--- config.mk ---
export PLATFORM = sky130hd
export DESIGN_NAME = adc_scan_seq
export DESIGN_NICKNAME = d
export VERILOG_FILES = /design/src/rtl/adc_scan_seq.sv
export SDC_FILE = /design/constraint.sdc
export NUM_CORES = 1
export LEC_CHECK = 0
export CELL_PAD_IN_SITES_DETAIL_PLACEMENT = 2
export CELL_PAD_IN_SITES_GLOBAL_PLACEMENT = 2
export CORE_MARGIN = 2
export CORE_UTILIZATION = 35
export DETAILED_ROUTE_END_ITERATION = 7
export PLACE_DENSITY_LB_ADDON = 0.1
export SLEW_MARGIN = 10
export SYNTH_ARGS = -nofsm -noshare
export SYNTH_HDL_FRONTEND = slang
export SYNTH_SLANG_ARGS = --single-unit
--- constraint.sdc ---
create_clock -name clk -period 4.57 [get_ports clk]
set_input_delay 0.457 -clock clk [delete_from_list [all_inputs] [get_ports clk]]
set_output_delay 0.457 -clock clk [all_outputs]
set_load 0.05 [all_outputs]
--- src/rtl/adc_scan_seq.sv ---
module adc_scan_seq #(
  parameter int CH_N   = 16,
  parameter int DATA_W = 12,
  parameter int GAIN_W = 4
) (
  input  logic              clk,
  input  logic              rst_n,
  input  logic [3:0]        addr,
  input  logic              wr,
  input  logic [7:0]        wdata,
  output logic [7:0]        rdata,
  input  logic              se_mode,
  input  logic              uni_mode,
  input  logic              ext_trig,
  input  logic              pacer_tick,
  output logic              conv_start,
  output logic [$clog2(CH_N)-1:0] conv_chan,
  output logic [GAIN_W-1:0] conv_gain,
  input  logic              conv_done,
  input  logic [DATA_W-1:0] conv_data,
  output logic              irq,
  output logic              dma_req
);
  localparam int CH_W = $clog2(CH_N);
  localparam int RES_W = DATA_W + CH_W;
  localparam logic [CH_W-1:0] FULL_M = CH_W'(CH_N - 1);
  localparam logic [CH_W-1:0] HALF_M = FULL_M >> 1;

  logic [GAIN_W-1:0] gain_q [CH_N];
  logic [CH_W-1:0] first_q, last_q, next_q, cur_q;
  logic [3:0] ctrl_hi;
  logic [2:0] ctrl_lo;
  logic [RES_W-1:0] res_q;
  logic busy, drdy, eoc, ovr;

  wire [CH_W-1:0] cmask = se_mode ? FULL_M : HALF_M;
  wire w_lo   = wr && addr == 4'd0;
  wire w_gain = wr && addr == 4'd1;
  wire w_mux  = wr && addr == 4'd2;
  wire w_stat = wr && addr == 4'd8;
  wire w_ctrl = wr && addr == 4'd9;

  wire trig = (ctrl_lo[1:0] == 2'd1 && w_lo) ||
              (ctrl_lo[1:0] == 2'd2 && ext_trig) ||
              (ctrl_lo[1:0] == 2'd3 && pacer_tick);
  wire fire = trig && !busy;
  wire done = busy && conv_done;

  wire [CH_W-1:0] now_ch = next_q & cmask;
  wire [CH_W-1:0] adv_ch = (now_ch == (last_q & cmask)) ? (first_q & cmask)
                                                         : ((now_ch + 1'b1) & cmask);

  assign conv_chan = cur_q;
  assign irq = drdy && ctrl_hi[3] && !ctrl_lo[2];

  always_ff @(posedge clk or negedge rst_n) begin
    if (!rst_n) begin
      for (int i = 0; i < CH_N; i++) gain_q[i] <= '0;
    end else if (w_gain) begin
      gain_q[first_q] <= wdata[GAIN_W-1:0];
    end
  end

  always_ff @(posedge clk or negedge rst_n) begin
    if (!rst_n) begin
      first_q    <= '0;
      last_q     <= '0;
      next_q     <= '0;
      cur_q      <= '0;
      ctrl_hi    <= '0;
      ctrl_lo    <= '0;
      res_q      <= '0;
      busy       <= 1'b0;
      drdy       <= 1'b0;
      eoc        <= 1'b0;
      ovr        <= 1'b0;
      conv_start <= 1'b0;
      conv_gain  <= '0;
      dma_req    <= 1'b0;
    end else begin
      conv_start <= 1'b0;
      dma_req    <= 1'b0;
      if (w_ctrl) begin
        ctrl_hi <= wdata[7:4];
        ctrl_lo <= wdata[2:0];
      end
      if (w_stat) begin
        drdy <= 1'b0;
        ovr  <= 1'b0;
      end
      if (trig && busy) ovr <= 1'b1;
      if (fire) begin
        busy       <= 1'b1;
        conv_start <= 1'b1;
        cur_q      <= now_ch;
        conv_gain  <= gain_q[now_ch];
        eoc        <= 1'b0;
        next_q     <= adv_ch;
      end
      if (done) begin
        busy    <= 1'b0;
        res_q   <= {conv_data, cur_q};
        eoc     <= 1'b1;
        drdy    <= 1'b1;
        dma_req <= ctrl_lo[2];
      end
      if (w_mux) begin
        first_q <= wdata[CH_W-1:0];
        last_q  <= wdata[7:4];
        next_q  <= wdata[CH_W-1:0];
      end
    end
  end

  always_comb begin
    case (addr)
      4'd0:    rdata = res_q[7:0];
      4'd1:    rdata = res_q[15:8];
      4'd2:    rdata = {last_q, first_q};
      4'd8:    rdata = {eoc, uni_mode, se_mode, drdy, next_q};
      4'd9:    rdata = {ctrl_hi, ovr, ctrl_lo};
      default: rdata = 8'h00;
    endcase
  end
endmodule

==> reports/results.tsv <==
metric	value	unit
wire_per_inst	23.09	um
routed_wl	15.52	mm
drtIter0Drc	98	
power_density	563.2	nW/um^2
design_area	6619	um^2
synth_seq_cells	113	
grt_max_degree	84	
layout_min_cycle_time	3.674	ns
finalCritPeriodShare	80.39	%
antenna_left	0	
final_max_slew_viol_count	0	
via_per_inst	5.399	
port_buffers	50	
crit_fanout	12	
crit_top_cell	clkdlybuf4s50_1	
cts.repair.resized	0	
ios	51	
power.switching	1222	uW
area_growth_syn_to_layout	23.22	%
cp.required	4.11	ns
setup_viol	0	
power_leakage	0.002965	uW
rows	45	
fin_ws	0.8961	ns
max_stage_delay	0.85	ns
netlist_area	5371	um^2
top_layer	met4	
max_freq	272.2	MHz
drive_gt1_share	31.40	%
slowest_stage	clkdlybuf4s50_1	
cp.arrival	3.22	ns
power_frac_seq	38.5	%
root_buffer	clkbuf_16	
die_area	16350	um^2
hold_buffers	0	
yosys-top-cells-area	dfrtp_1, mux2_2, mux4_2	
comb_power_share	26.7	%
crit_path_start_kind	primary input	
worstMarginPinSlew	1.091	ns
swShare	32.78	%
wl_met3	540	um
placed_area	6046	um^2
status	finished clean	
multi_input_area	2424	um^2
ys_warn_count	0	
fillers	1501	
skew	0.008706	ns
report.final.hold_viol_count	0	
register_area	2828	um^2
rsz0062_at_grt	no	
p_clk_share	34.8	%
met2WireLength	8.028	mm
dpl_worst_slack	1.002	ns
first_pass_iters	4	
antenna_found_initial	0	
cts.sinks	113	
clock_latency	0.41	ns
cts_made_buffers	17	
start_util	35.60	%
core_area	15090	um^2
ys_async_sr_fraction	100.0	%
die_w	127.9	um
clk_pin_slew	0.06	ns
netlist_instances	421	
synth_top_area_share	52.64	%
setup_tns	0	ns
grt_pass1_vias	4038	
grt_use_total	20.37	%
clockBufferDepth	2	
fin_nets	506	
cts.repair_timing.setup_buffer_count	0	
synth_edf_count	0	
syn_nets	454	
fin_util	43.86	%
dp_hpwl	10.46	mm
drc_errors	0	
ys.flop_type	dfrtp_1	
netlist.top_cell.by_area	dfrtp_1	
cts_max_level	4	
internal-power	2506	uW
wl_met1	6.869	mm
hold_class	in -> async	
cts_tree	built	
synthDistinctLibCells	43	
ys_seq_area_share	52.64	%
path_cells	clkdlybuf4s50_1, nor2b_1, a21oi_1, o21ai_0, clkdlybuf4s50_1	
slew_headroom	27.29	%
peakVddDrop	0.0002615	V
grt-ovfl-total	0	
critPathKind	in -> out	
diodes	0	
maxCapViolCount	0	
gp_congestion	0.7848	
endpoint_kind	output pin	
fp.dieH	127.9	um
synth.avg_cell_area	12.76	um^2
grt_pass1_wl	24.63	mm
via_count	3628	
==> state kept, by name (all words and copies together), names as in the netlist, 3 cells and up <==
register and flops:
gain_q 64, res_q 16, conv_chan 4, conv_gain 4, ctrl_hi 4, first_q 4, last_q 4, next_q 4
ctrl_lo 3
==> final timing paths <==
path                                        startpoint                  endpoint  slack, ns  cells past startpoint
worst min register to register  gain_q[48]$_DFFE_PN0P_    gain_q[48]$_DFFE_PN0P_       0.49                      1
worst max register to register   next_q[0]$_DFFE_PN0P_  conv_gain[0]$_DFFE_PN0P_       1.98                      4
worst min-delay path                             rst_n         dma_req$_DFF_PN0_       0.20                      1
max in group asynchronous                        rst_n     res_q[15]$_DFFE_PN0P_       3.33                      2
min in group clk                gain_q[48]$_DFFE_PN0P_    gain_q[48]$_DFFE_PN0P_       0.49                      1
worst max-delay path                           addr[1]                  rdata[2]       0.90                      5
==> worst max-delay path, delay by kind of cell <==
family | cells | cell delay [ns]
simple gates | 1 | 0.75
buf+inv | 2 | 1.59
compound gates | 2 | 0.41
==> final cells by class <==
| class | instances | share of cell area [%] |
|---|---|---|
| Timing Repair Buffer | 56 | 8.204 |
| Multi-Input combinational cell | 282 | 36.62 |
| Clock buffer | 25 | 7.486 |
| Sequential cell | 113 | 42.72 |
| Tap cell | 188 | 3.554 |
| Clock inverter | 5 | 1.172 |
| Inverter | 3 | 0.2457 |
==> power groups by stage <==
stage	registers (uW)	clock network [uW]	logic [uW]
final	1430	1300	995
after floorplan	1440	0	627
after global placement	1450	0	970
after global routing	1470	1380	1080
after detailed placement	1460	0	996
after CTS	1440	1340	1010
==> layout by cell type, fill, tap and decap left out, drive strengths merged, types with 3 or more instances in the layout <==
| cell type | Yosys | layout |
|---|---|---|
| dfrtp | 113 | 113 |
| mux2 | 89 | 89 |
| nand2 | 49 | 49 |
| clkdlybuf4s50 | 0 | 49 |
| nor2 | 26 | 26 |
| clkbuf | 13 | 25 |
| o21ai | 18 | 18 |
| mux4 | 16 | 16 |
| mux2i | 11 | 11 |
| a21oi | 10 | 10 |
| a22oi | 8 | 8 |
| buf | 10 | 7 |
| nor3 | 7 | 7 |
| nand3 | 6 | 6 |
| nand2b | 5 | 5 |
| xor2 | 5 | 5 |
| a22o | 5 | 5 |
| and3 | 4 | 4 |
| nand3b | 4 | 4 |
| a221oi | 4 | 4 |
| clkinv | 1 | 3 |
==> cell usage after synthesis (all sizes together) (2+ instances only) <==
cell type	n
inv	2
nand2	49
clkbuf	13
nand3b	4
buf	10
nand3	6
xor2	5
dfrtp	113
a22o	5
nor2	26
nor3	7
mux2	89
and3	4
mux4	16
a221oi	4
o21ai	18
a22oi	8
nand2b	5
o211ai	2
a21oi	10
mux2i	11
==> metal layers <==
metal,vias to the layer above,track usage [%]
met5,-,0
met1,1929,25.73
li1,1627,-
met2,66,35.39
met4,0,4.460
met3,6,5.175
==> per-stage QoR <==
step,hold WS (ns),total power [uW],instances
after detailed placement,0.4827,2453,642
after global routing,0.2969,3926,672
after floorplan,0.1614,2068,421
after global placement,0.4639,2415,642
after CTS,0.2604,3789,672
final,0.2039,3728,672
==> logic make-up (layout without fill, tap and decap cells) <==
group	Yosys count	after routing	synth area share, %
multiplexers	116	116	27.42
flip-flops	113	113	52.64
AND/OR/NAND/NOR	108	108	10.25
XOR/XNOR	5	5	0.8152
AO/OA/AOI/OAI	52	52	6.406
adder cells (fa/ha/maj)	1	1	0.2329
buffers and inverters	26	89	2.236
Power figures use the tool's default switching activity.
